**config.mk**
```make
export PLATFORM = sky130hd
export DESIGN_NAME = alu_slice_core
export DESIGN_NICKNAME = d
export VERILOG_FILES = /design/src/rtl/alu_slice_pkg.sv /design/src/rtl/alu_addsub.sv /design/src/rtl/alu_bitwise.sv /design/src/rtl/alu_shift1.sv /design/src/rtl/alu_slice_core.sv
export SDC_FILE = /design/constraint.sdc
export NUM_CORES = 1
export LEC_CHECK = 0
export CORE_MARGIN = 2
export CORE_UTILIZATION = 56
export DETAILED_ROUTE_END_ITERATION = 8
export PLACE_DENSITY = 0.93
export RECOVER_POWER = 25
export SETUP_SLACK_MARGIN = 0.4
export SLEW_MARGIN = 20
export SYNTH_ARGS = -nofsm -noshare
export SYNTH_HDL_FRONTEND = slang
export SYNTH_SLANG_ARGS = --single-unit
```
**constraint.sdc**
```tcl
create_clock -name clk -period 7.77 [get_ports clk]
set_input_delay 1.9425 -clock clk [delete_from_list [all_inputs] [get_ports clk]]
set_output_delay 1.9425 -clock clk [all_outputs]
set_load 0.01 [all_outputs]
```
**src/rtl/alu_slice_pkg.sv**
```systemverilog
package alu_slice_pkg;

    typedef enum logic [3:0] {
        OP_ADD = 4'h0,
        OP_SUB = 4'h1,
        OP_INC = 4'h2,
        OP_DEC = 4'h3,
        OP_AND = 4'h4,
        OP_OR  = 4'h5,
        OP_NOT = 4'h6,
        OP_XOR = 4'h7,
        OP_SHL = 4'h8,
        OP_SHR = 4'h9,
        OP_LT  = 4'hA,
        OP_GT  = 4'hB,
        OP_LE  = 4'hC,
        OP_GE  = 4'hD,
        OP_NE  = 4'hE,
        OP_EQ  = 4'hF
    } alu_op_e;

    typedef enum logic [1:0] {
        LG_AND = 2'd0,
        LG_OR  = 2'd1,
        LG_NOT = 2'd2,
        LG_XOR = 2'd3
    } logic_fn_e;

endpackage

```
**src/rtl/alu_addsub.sv**
```systemverilog
module alu_addsub #(
    parameter int W = 16
) (
    input  logic [W-1:0] x_i,
    input  logic [W-1:0] y_i,
    input  logic         inv_i,
    input  logic         cin_i,
    output logic [W-1:0] sum_o,
    output logic         cout_o,
    output logic         sovf_o
);
    localparam int MSB = W - 1;

    logic [W-1:0] y_eff;

    always_comb begin
        y_eff            = y_i ^ {W{inv_i}};
        {cout_o, sum_o}  = {1'b0, x_i} + {1'b0, y_eff} + {{W{1'b0}}, cin_i};
        sovf_o           = (x_i[MSB] == y_eff[MSB]) && (sum_o[MSB] != x_i[MSB]);
    end
endmodule

```
**src/rtl/alu_bitwise.sv**
```systemverilog
module alu_bitwise
    import alu_slice_pkg::*;
#(
    parameter int W = 16
) (
    input  logic [W-1:0] a_i,
    input  logic [W-1:0] b_i,
    input  logic_fn_e    fn_i,
    output logic [W-1:0] y_o
);
    for (genvar k = 0; k < W; k++) begin : g_slice
        always_comb begin
            unique case (fn_i)
                LG_AND:  y_o[k] = a_i[k] & b_i[k];
                LG_OR:   y_o[k] = a_i[k] | b_i[k];
                LG_NOT:  y_o[k] = ~a_i[k];
                default: y_o[k] = a_i[k] ^ b_i[k];
            endcase
        end
    end
endmodule

```
**src/rtl/alu_shift1.sv**
```systemverilog
module alu_shift1 #(
    parameter int W = 16
) (
    input  logic [W-1:0] a_i,
    input  logic         right_i,
    output logic [W-1:0] y_o
);
    localparam int MSB = W - 1;

    always_comb begin
        if (right_i) y_o = {1'b0, a_i[MSB:1]};
        else         y_o = {a_i[MSB-1:0], 1'b0};
    end
endmodule

```
**src/rtl/alu_slice_core.sv**
```systemverilog
module alu_slice_core
    import alu_slice_pkg::*;
#(
    parameter int W = 16
) (
    input  logic         clk,
    input  logic         rst_n,
    input  logic [3:0]   op_i,
    input  logic         signed_i,
    input  logic [W-1:0] a_i,
    input  logic [W-1:0] b_i,
    output logic [W-1:0] result_o,
    output logic         ovf_o,
    output logic         zero_o,
    output logic         neg_o
);
    localparam int MSB = W - 1;

    typedef struct packed {
        alu_op_e      op;
        logic         sgn;
        logic [W-1:0] a;
        logic [W-1:0] b;
    } opnd_t;

    typedef struct packed {
        logic [W-1:0] res;
        logic         ovf;
        logic         z;
        logic         n;
    } outr_t;

    opnd_t opnd_d, opnd_q;
    outr_t outr_d, outr_q;

    logic [W-1:0] add_y, add_sum, lg_y, sh_y;
    logic         add_inv, add_cin, add_cout, add_sovf;
    logic         lt, eq, is_cmp;
    logic_fn_e    lg_fn;

    alu_addsub #(.W(W)) i_addsub (
        .x_i   (opnd_q.a),
        .y_i   (add_y),
        .inv_i (add_inv),
        .cin_i (add_cin),
        .sum_o (add_sum),
        .cout_o(add_cout),
        .sovf_o(add_sovf)
    );

    alu_bitwise #(.W(W)) i_bitwise (
        .a_i (opnd_q.a),
        .b_i (opnd_q.b),
        .fn_i(lg_fn),
        .y_o (lg_y)
    );

    alu_shift1 #(.W(W)) i_shift (
        .a_i    (opnd_q.a),
        .right_i(opnd_q.op == OP_SHR),
        .y_o    (sh_y)
    );

    always_comb begin
        opnd_d.op  = alu_op_e'(op_i);
        opnd_d.sgn = signed_i;
        opnd_d.a   = a_i;
        opnd_d.b   = b_i;

        lg_fn = logic_fn_e'(opnd_q.op[1:0]);

        unique case (opnd_q.op)
            OP_ADD:  begin add_y = opnd_q.b;   add_inv = 1'b0; add_cin = 1'b0; end
            OP_INC:  begin add_y = '0;         add_inv = 1'b0; add_cin = 1'b1; end
            OP_DEC:  begin add_y = '0;         add_inv = 1'b1; add_cin = 1'b0; end
            default: begin add_y = opnd_q.b;   add_inv = 1'b1; add_cin = 1'b1; end
        endcase

        eq     = (add_sum == '0);
        lt     = opnd_q.sgn ? (add_sum[MSB] ^ add_sovf) : ~add_cout;
        is_cmp = (opnd_q.op >= OP_LT);

        outr_d.res = '0;
        outr_d.ovf = 1'b0;
        unique case (opnd_q.op)
            OP_ADD, OP_INC: begin
                outr_d.res = add_sum;
                outr_d.ovf = opnd_q.sgn ? add_sovf : add_cout;
            end
            OP_SUB, OP_DEC: begin
                outr_d.res = add_sum;
                outr_d.ovf = opnd_q.sgn ? add_sovf : ~add_cout;
            end
            OP_AND, OP_OR, OP_NOT, OP_XOR: outr_d.res = lg_y;
            OP_SHL, OP_SHR:                outr_d.res = sh_y;
            OP_LT:   outr_d.res[0] = lt;
            OP_GT:   outr_d.res[0] = ~lt & ~eq;
            OP_LE:   outr_d.res[0] = lt | eq;
            OP_GE:   outr_d.res[0] = ~lt;
            OP_NE:   outr_d.res[0] = ~eq;
            default: outr_d.res[0] = eq;
        endcase
        outr_d.z = (outr_d.res == '0);
        outr_d.n = outr_d.res[MSB];
    end

    always_ff @(posedge clk or negedge rst_n) begin
        if (!rst_n) begin
            opnd_q <= '0;
            outr_q <= '0;
        end else begin
            opnd_q <= opnd_d;
            outr_q <= outr_d;
        end
    end

    assign result_o = outr_q.res;
    assign ovf_o    = outr_q.ovf;
    assign zero_o   = outr_q.z;
    assign neg_o    = outr_q.n;

    AST_ADD_RESULT: assert property (@(posedge clk) disable iff (!rst_n)
        opnd_q.op == OP_ADD |=> result_o == $past(opnd_q.a + opnd_q.b));
    AST_SUB_RESULT: assert property (@(posedge clk) disable iff (!rst_n)
        opnd_q.op == OP_SUB |=> result_o == $past(opnd_q.a - opnd_q.b));
    AST_SHL_RESULT: assert property (@(posedge clk) disable iff (!rst_n)
        opnd_q.op == OP_SHL |=> result_o == $past(opnd_q.a << 1));
    AST_CMP_UPPER_ZERO: assert property (@(posedge clk) disable iff (!rst_n)
        is_cmp |=> result_o[MSB:1] == '0);
    AST_NO_OVERFLOW: assert property (@(posedge clk) disable iff (!rst_n)
        opnd_q.op >= OP_AND |=> !ovf_o);
    AST_LOAD_LATENCY: assert property (@(posedge clk) disable iff (!rst_n)
        (opnd_q.op == OP_XOR) |=> result_o == $past(opnd_q.a ^ opnd_q.b));
endmodule

```
==> results.toml, run 1 <==
[global_route]
grt_pass1_vias = 3549
grt_pass1_wl_um = 16130
grt-ovfl-total = 0
antenna_found_initial = 0
gr-usage-all-layers_pct = 24.45
grt_max_degree = 59

[clock_network]
cts_resized = 0
clock-sinks = 55
htreeDepth = 2
hold_buffers = 0
clk_latency_ns = 0.31
cts_root_buf = "clkbuf_8"
post_cts_buffers = 0
clk_path_buf_depth = 2
cts_tree = "done"
numCtsBuffers = 5
clk_pin_slew_ns = 0.10

[worst_setup_path]
critical-path-slowest-cell = "dfrtp_1"
cp.required_ns = 7.99
reg2reg_slack_ns = 2.28
cp_max_fo = 16
r2r_cells = 16
worstReg2RegStart = "opnd_q[35]"
path_class = "reg -> reg"
rr_endpoint = "zero_o"
crit_arrival_ns = 5.70
cp_slowest_stage_delay_ns = 0.54
startpoint_type = "flop"
cp_common_cell = "or4_1"
crit_chain = "nor2_1 > nand2_1 > nand2_1 > xnor2_1 > fa_1 > inv_1 > fa_1 > a211oi_2 > o31a_2 > xnor2_1 > a21o_1 > or4_1 > or4_1 > or4_1 > or3_1 > nor4_2"
endpoint_kind = "flop"

[yosys]
async_flop_share_pct = 100.0
synthFlopType = "dfrtp_1"
synth.area.top_cells = "dfrtp_1, ha_1, mux4_2"
yosys.area.top_type = "dfrtp_1"
synth_nets = 528
synth-seq-cells = 55
synth_edf_count = 0
yosysWarningCount = 0
syn-mean-instance-area_um2 = 9.398
ys_seq_area_share_pct = 33.28
synthesis.area_um2 = 4135
synth.distinct_cells = 63
synth_commonest_cells = "dfrtp_1, inv_1, nand2_1"
synth_most_common_cell = "dfrtp_1"
synth_top_area_share_pct = 33.28
syn_inst = 440

[placement]
placed_area_um2 = 4777
hpwl_um = 7269
io_buffers = 57
dp_cells = 583
gp_congestion = 0.9485

[cells_and_area]
fin_cells = 591
nNetsFinal = 579
syn2layout_area_growth_pct = 17.82
antenna_cells = 0
final_area_um2 = 4872
drive_gt1_share_pct = 7.114

[drt]
routed_via_density = 6.066
remaining_drc_errors = 0
route.detailed.wl_per_inst_um = 16.56
drt_iter0_drc = 307
drt_wl_total_um = 9789
drt_pre_antenna_iters = 6
vias = 3585
ant_nets = 0

[timing]
hold_violations = 0
fmax_mhz = 182.2
finalSetupViolations = 0
fin_setup_tns_ns = 0
slew_violations = 0
period_share_pct = 70.63
clock_skew_ns = 0.006081
whs_ns = 0.6994
tightest_slew_ns = 0.9352
period_needed_ns = 5.488
max_slew_margin_pct = 37.43
rsz0062_at_grt = "false"

[worst_hold_path]
hold_end = "ovf_o"
min_delay_path_depth = 2
min-delay-path-class = "reg -> reg"
hp-start = "opnd_q[32]"

[run_status]
status = "complete, no violations"

[floorplanning]
coreArea_um2 = 7214
die_x_um = 89.93
start_util_pct = 57.32
io_pins = 58
die_h_um = 89.93
rows = 31
die_area_um2 = 8087

[flow_run]
cap_viol_max_count = 0

[pwr]
p_leak_uw = 0.002282
ir_drop_v = 0.00008929
powerDensity_nw_per_um2 = 161.1
total_power_uw = 785.1
## stage by stage
stage	setup WS (ns)	utilization, %
finish	2.282	67.53
global route	2.001	67.53
CTS	2.408	67.53
detailed placement	2.431	66.22
global placement	2.700	66.22
floorplan	1.938	-
## cells by family after synthesis
kind of cell,count (synthesis),share of synthesized area (%)
multiplexers,21,8.533
AO/OA/AOI/OAI,105,17.31
AND/OR/NAND/NOR,115,13.31
flip-flops,55,33.28
buffers and inverters,67,6.445
adder cells (fa/ha/maj),49,15.19
XOR/XNOR,28,5.931
## critical path: cells and delay by family, from the launching register on
family | cells | cell delay, ns
fa+ha+maj | 2 | 0.66
xor+xnor | 2 | 0.25
flops | 1 | 0.54
buf+inv | 1 | 0.09
simple gates | 8 | 3.17
compound gates | 3 | 0.67
## flip-flops by register name, summed over array words and instances (netlist names)
register	flops
opnd_q	35
result_o	15
lg_fn	2
neg_o	1
ovf_o	1
zero_o	1
## layer usage
layer  wire [µm]  track usage (%)
met1        3843            29.36
met2        4702            43.24
met3         835            4.191
met4         408            10.77
met5           0                0
## report_power, final
part / internal [µW] / switching [µW]
registers: 309 / 16.7
clock network: 73.2 / 91.5
logic: 135 / 160
## cell usage in the layout, fill, tap and decap left out, types with 3 or more instances in the layout
cell	count
or3_1	4
inv_1	49
mux2i_1	9
a21o_1	6
a21oi_1	20
buf_4	4
a2111oi_0	3
a31oi_1	4
dlygate4sd3_1	32
xor2_1	20
nor3_1	6
mux4_2	10
o21a_1	3
nand2_1	49
or2_2	4
or4_1	5
clkbuf_8	6
nand4_1	3
nor2_1	23
nand2b_1	8
dfrtp_1	54
ha_1	47
xnor2_1	8
a221o_1	3
o21bai_1	3
clkdlybuf4s50_1	24
o21ai_0	23
o211ai_1	4
a211oi_1	8
nand3_1	3
o22ai_1	5
## cell type report
| class | count | area (µm²) |
|---|---|---|
| inverter | 50 | 187.7 |
| timing repair buffer | 61 | 595.6 |
| multi-input combinational | 318 | 2492 |
| clock inverter | 1 | 8.758 |
| tap | 99 | 123.9 |
| clock buffer | 7 | 86.33 |
| fill | 571 | 2342 |
| sequential | 55 | 1378 |
## worst max path at each step
stage               start     end  cells past startpoint
2_1_floorplan    lg_fn[0]  zero_o                     21
3_3_place_gp   opnd_q[35]  zero_o                     16
3_5_place_dp   opnd_q[35]  zero_o                     16
4_1_cts        opnd_q[35]  zero_o                     16
5_1_grt        opnd_q[35]  zero_o                     16
6_report       opnd_q[35]  zero_o                     16
No activity file was read; power rests on OpenSTA's default activity.
==> run 2, diff against run 1 <==
Clock period 7.77 ns to 5.7 ns, I/O delays scaled along.
==> run 2 against run 1 <==
Against the previous run:
- first-iteration DRC count shrank 5.2%
- combinational power increased by 36%
- setup slack got worse by 1.5 ns
- via count barely moved
- register-to-register slack lost 1.5 ns
- highest routed layer unchanged
==> results.toml, run 2 (synthesized netlist as in run 1, its figures left out) <==
[run_status]
status = "complete, no violations"

[worst_hold_path]
min-delay-path-class = "reg -> reg"
hp-start = "opnd_q[32]"

[timing]
fmax_mhz = 204.9
max_slew_margin_pct = 37.67
finalSetupViolations = 0
period_needed_ns = 4.881
fin_setup_tns_ns = 0
hold_violations = 0
slew_violations = 0
rsz0062_at_grt = "false"
tightest_slew_ns = 0.9315
period_share_pct = 85.64
clock_skew_ns = 0.006693

[global_route]
grt-ovfl-total = 0
gr-usage-all-layers_pct = 24.73
antenna_found_initial = 0
grt_pass1_wl_um = 16300
grt_pass1_vias = 3565
grt_max_degree = 56

[clock_network]
cts_root_buf = "clkbuf_8"
htreeDepth = 2
post_cts_buffers = 0
clk_pin_slew_ns = 0.10
clk_latency_ns = 0.31
numCtsBuffers = 5
clk_path_buf_depth = 2
hold_buffers = 0
cts_tree = "done"
clock-sinks = 55
cts_resized = 0

[worst_setup_path]
r2r_cells = 16
cp_slowest_stage_delay_ns = 0.54
path_class = "reg -> reg"
critical-path-slowest-cell = "dfrtp_1"
crit_chain = "nor2_1 > nand2_1 > nand2_1 > xnor2_1 > fa_1 > inv_1 > fa_1 > a211oi_2 > o31a_2 > o21ai_1 > xor2_1 > a221o_1 > or4_1 > or4_1 > or3_1 > nor4_2"
worstReg2RegStart = "opnd_q[35]"
rr_endpoint = "zero_o"
startpoint_type = "flop"
crit_family = "simple AND/OR/NAND/NOR gates"
crit_cells = 16
cp.required_ns = 5.92
crit_arrival_ns = 5.10
startpoint = "opnd_q[35]"
reg2reg_slack_ns = 0.82
cp_max_fo = 15
cp-endpoint = "zero_o"
worst-path-buf-inv = 1
endpoint_kind = "flop"

[drt]
drt_wl_total_um = 9720
vias = 3588
ant_nets = 0
route.detailed.wl_per_inst_um = 16.39
drt_iter0_drc = 291
remaining_drc_errors = 0
routed_via_density = 6.051
drt_pre_antenna_iters = 6

[cells_and_area]
final_common_cell = "dfrtp_1"
final_area_um2 = 4895
final_cell_mix = "dfrtp_1, inv_1, nand2_1, ha_1, dlygate4sd3_1"
n_fill_cell = 563
regMostFlops = "opnd_q"
multi_input_area_um2 = 2500
syn2layout_area_growth_pct = 18.37
nNetsFinal = 581
antenna_cells = 0
regArea_um2 = 1378
largest_register_ffs = 35
drive_gt1_share_pct = 7.692

[pwr]
p_leak_uw = 0.002291
powerDensity_nw_per_um2 = 218.9
ir_drop_v = 0.0001116
total_power_uw = 1071

[floorplanning]
start_util_pct = 57.32
io_pins = 58
die_area_um2 = 8087
coreArea_um2 = 7214
die_x_um = 89.93
rows = 31
die_h_um = 89.93

[placement]
placed_area_um2 = 4800
io_buffers = 57
hpwl_um = 7567
gp_congestion = 0.9577

[flow_run]
cap_viol_max_count = 0
-- run 2: cell types whose count changed in the layout (fill, tap and decap cells not counted) --
cell,delta
buf_4,+2
nor2_1,-1
nor2_4,+1
-- run 2: how the worst min path moves through the flow --
stage                  to  depth (start not counted)
global route        ovf_o                          2
finish              ovf_o                          2
floorplan           ovf_o                          2
global placement    ovf_o                          2
detailed placement  ovf_o                          2
CTS                 ovf_o                          2
-- run 2: cell type report --
type,instances,area share (%)
clock buffer,7,1.764
clock inverter,1,0.1789
inverter,50,3.834
multi-input combinational,318,51.07
sequential,55,28.14
tap,99,2.531
timing repair buffer,63,12.47
-- run 2: worst min-delay path: cells and delay by family (launching register included) --
family,cells,cell delay [ns]
AND/OR/NAND/NOR,1,0.08
flip-flops,1,0.47
AO/OA/AOI/OAI,1,0.11
-- run 2: power breakdown --
part | total (µW) | switching [µW] | internal (µW)
Combinational | 401 | 216 | 185
Sequential | 445 | 23.6 | 422
Clock | 226 | 126 | 99.9
Total | 1070 | 365 | 706
-- run 2: per-stage QoR --
step / setup WS, ns / cells / hold WS, ns / util [%]
after global placement: 1.075 / 585 / 0.6710 / 66.53
after global routing: 0.4231 / 593 / 0.7714 / 67.85
after floorplan: 0.4260 / 440 / 0.5834 / -
after CTS: 0.8564 / 593 / 0.7039 / 67.85
after detailed placement: 0.8823 / 585 / 0.6878 / 66.53
final: 0.8186 / 593 / 0.6997 / 67.85
-- run 2: per-layer routing --
metal	vias up	part of all wire (%)	track usage [%]	routed length, µm
li1	1652	-	-	-
met1	1725	40	31.39	3865
met2	176	49	42.68	4731
met3	35	8.4	4.107	815
met4	0	3.2	9.231	307
met5	-	0	0	0
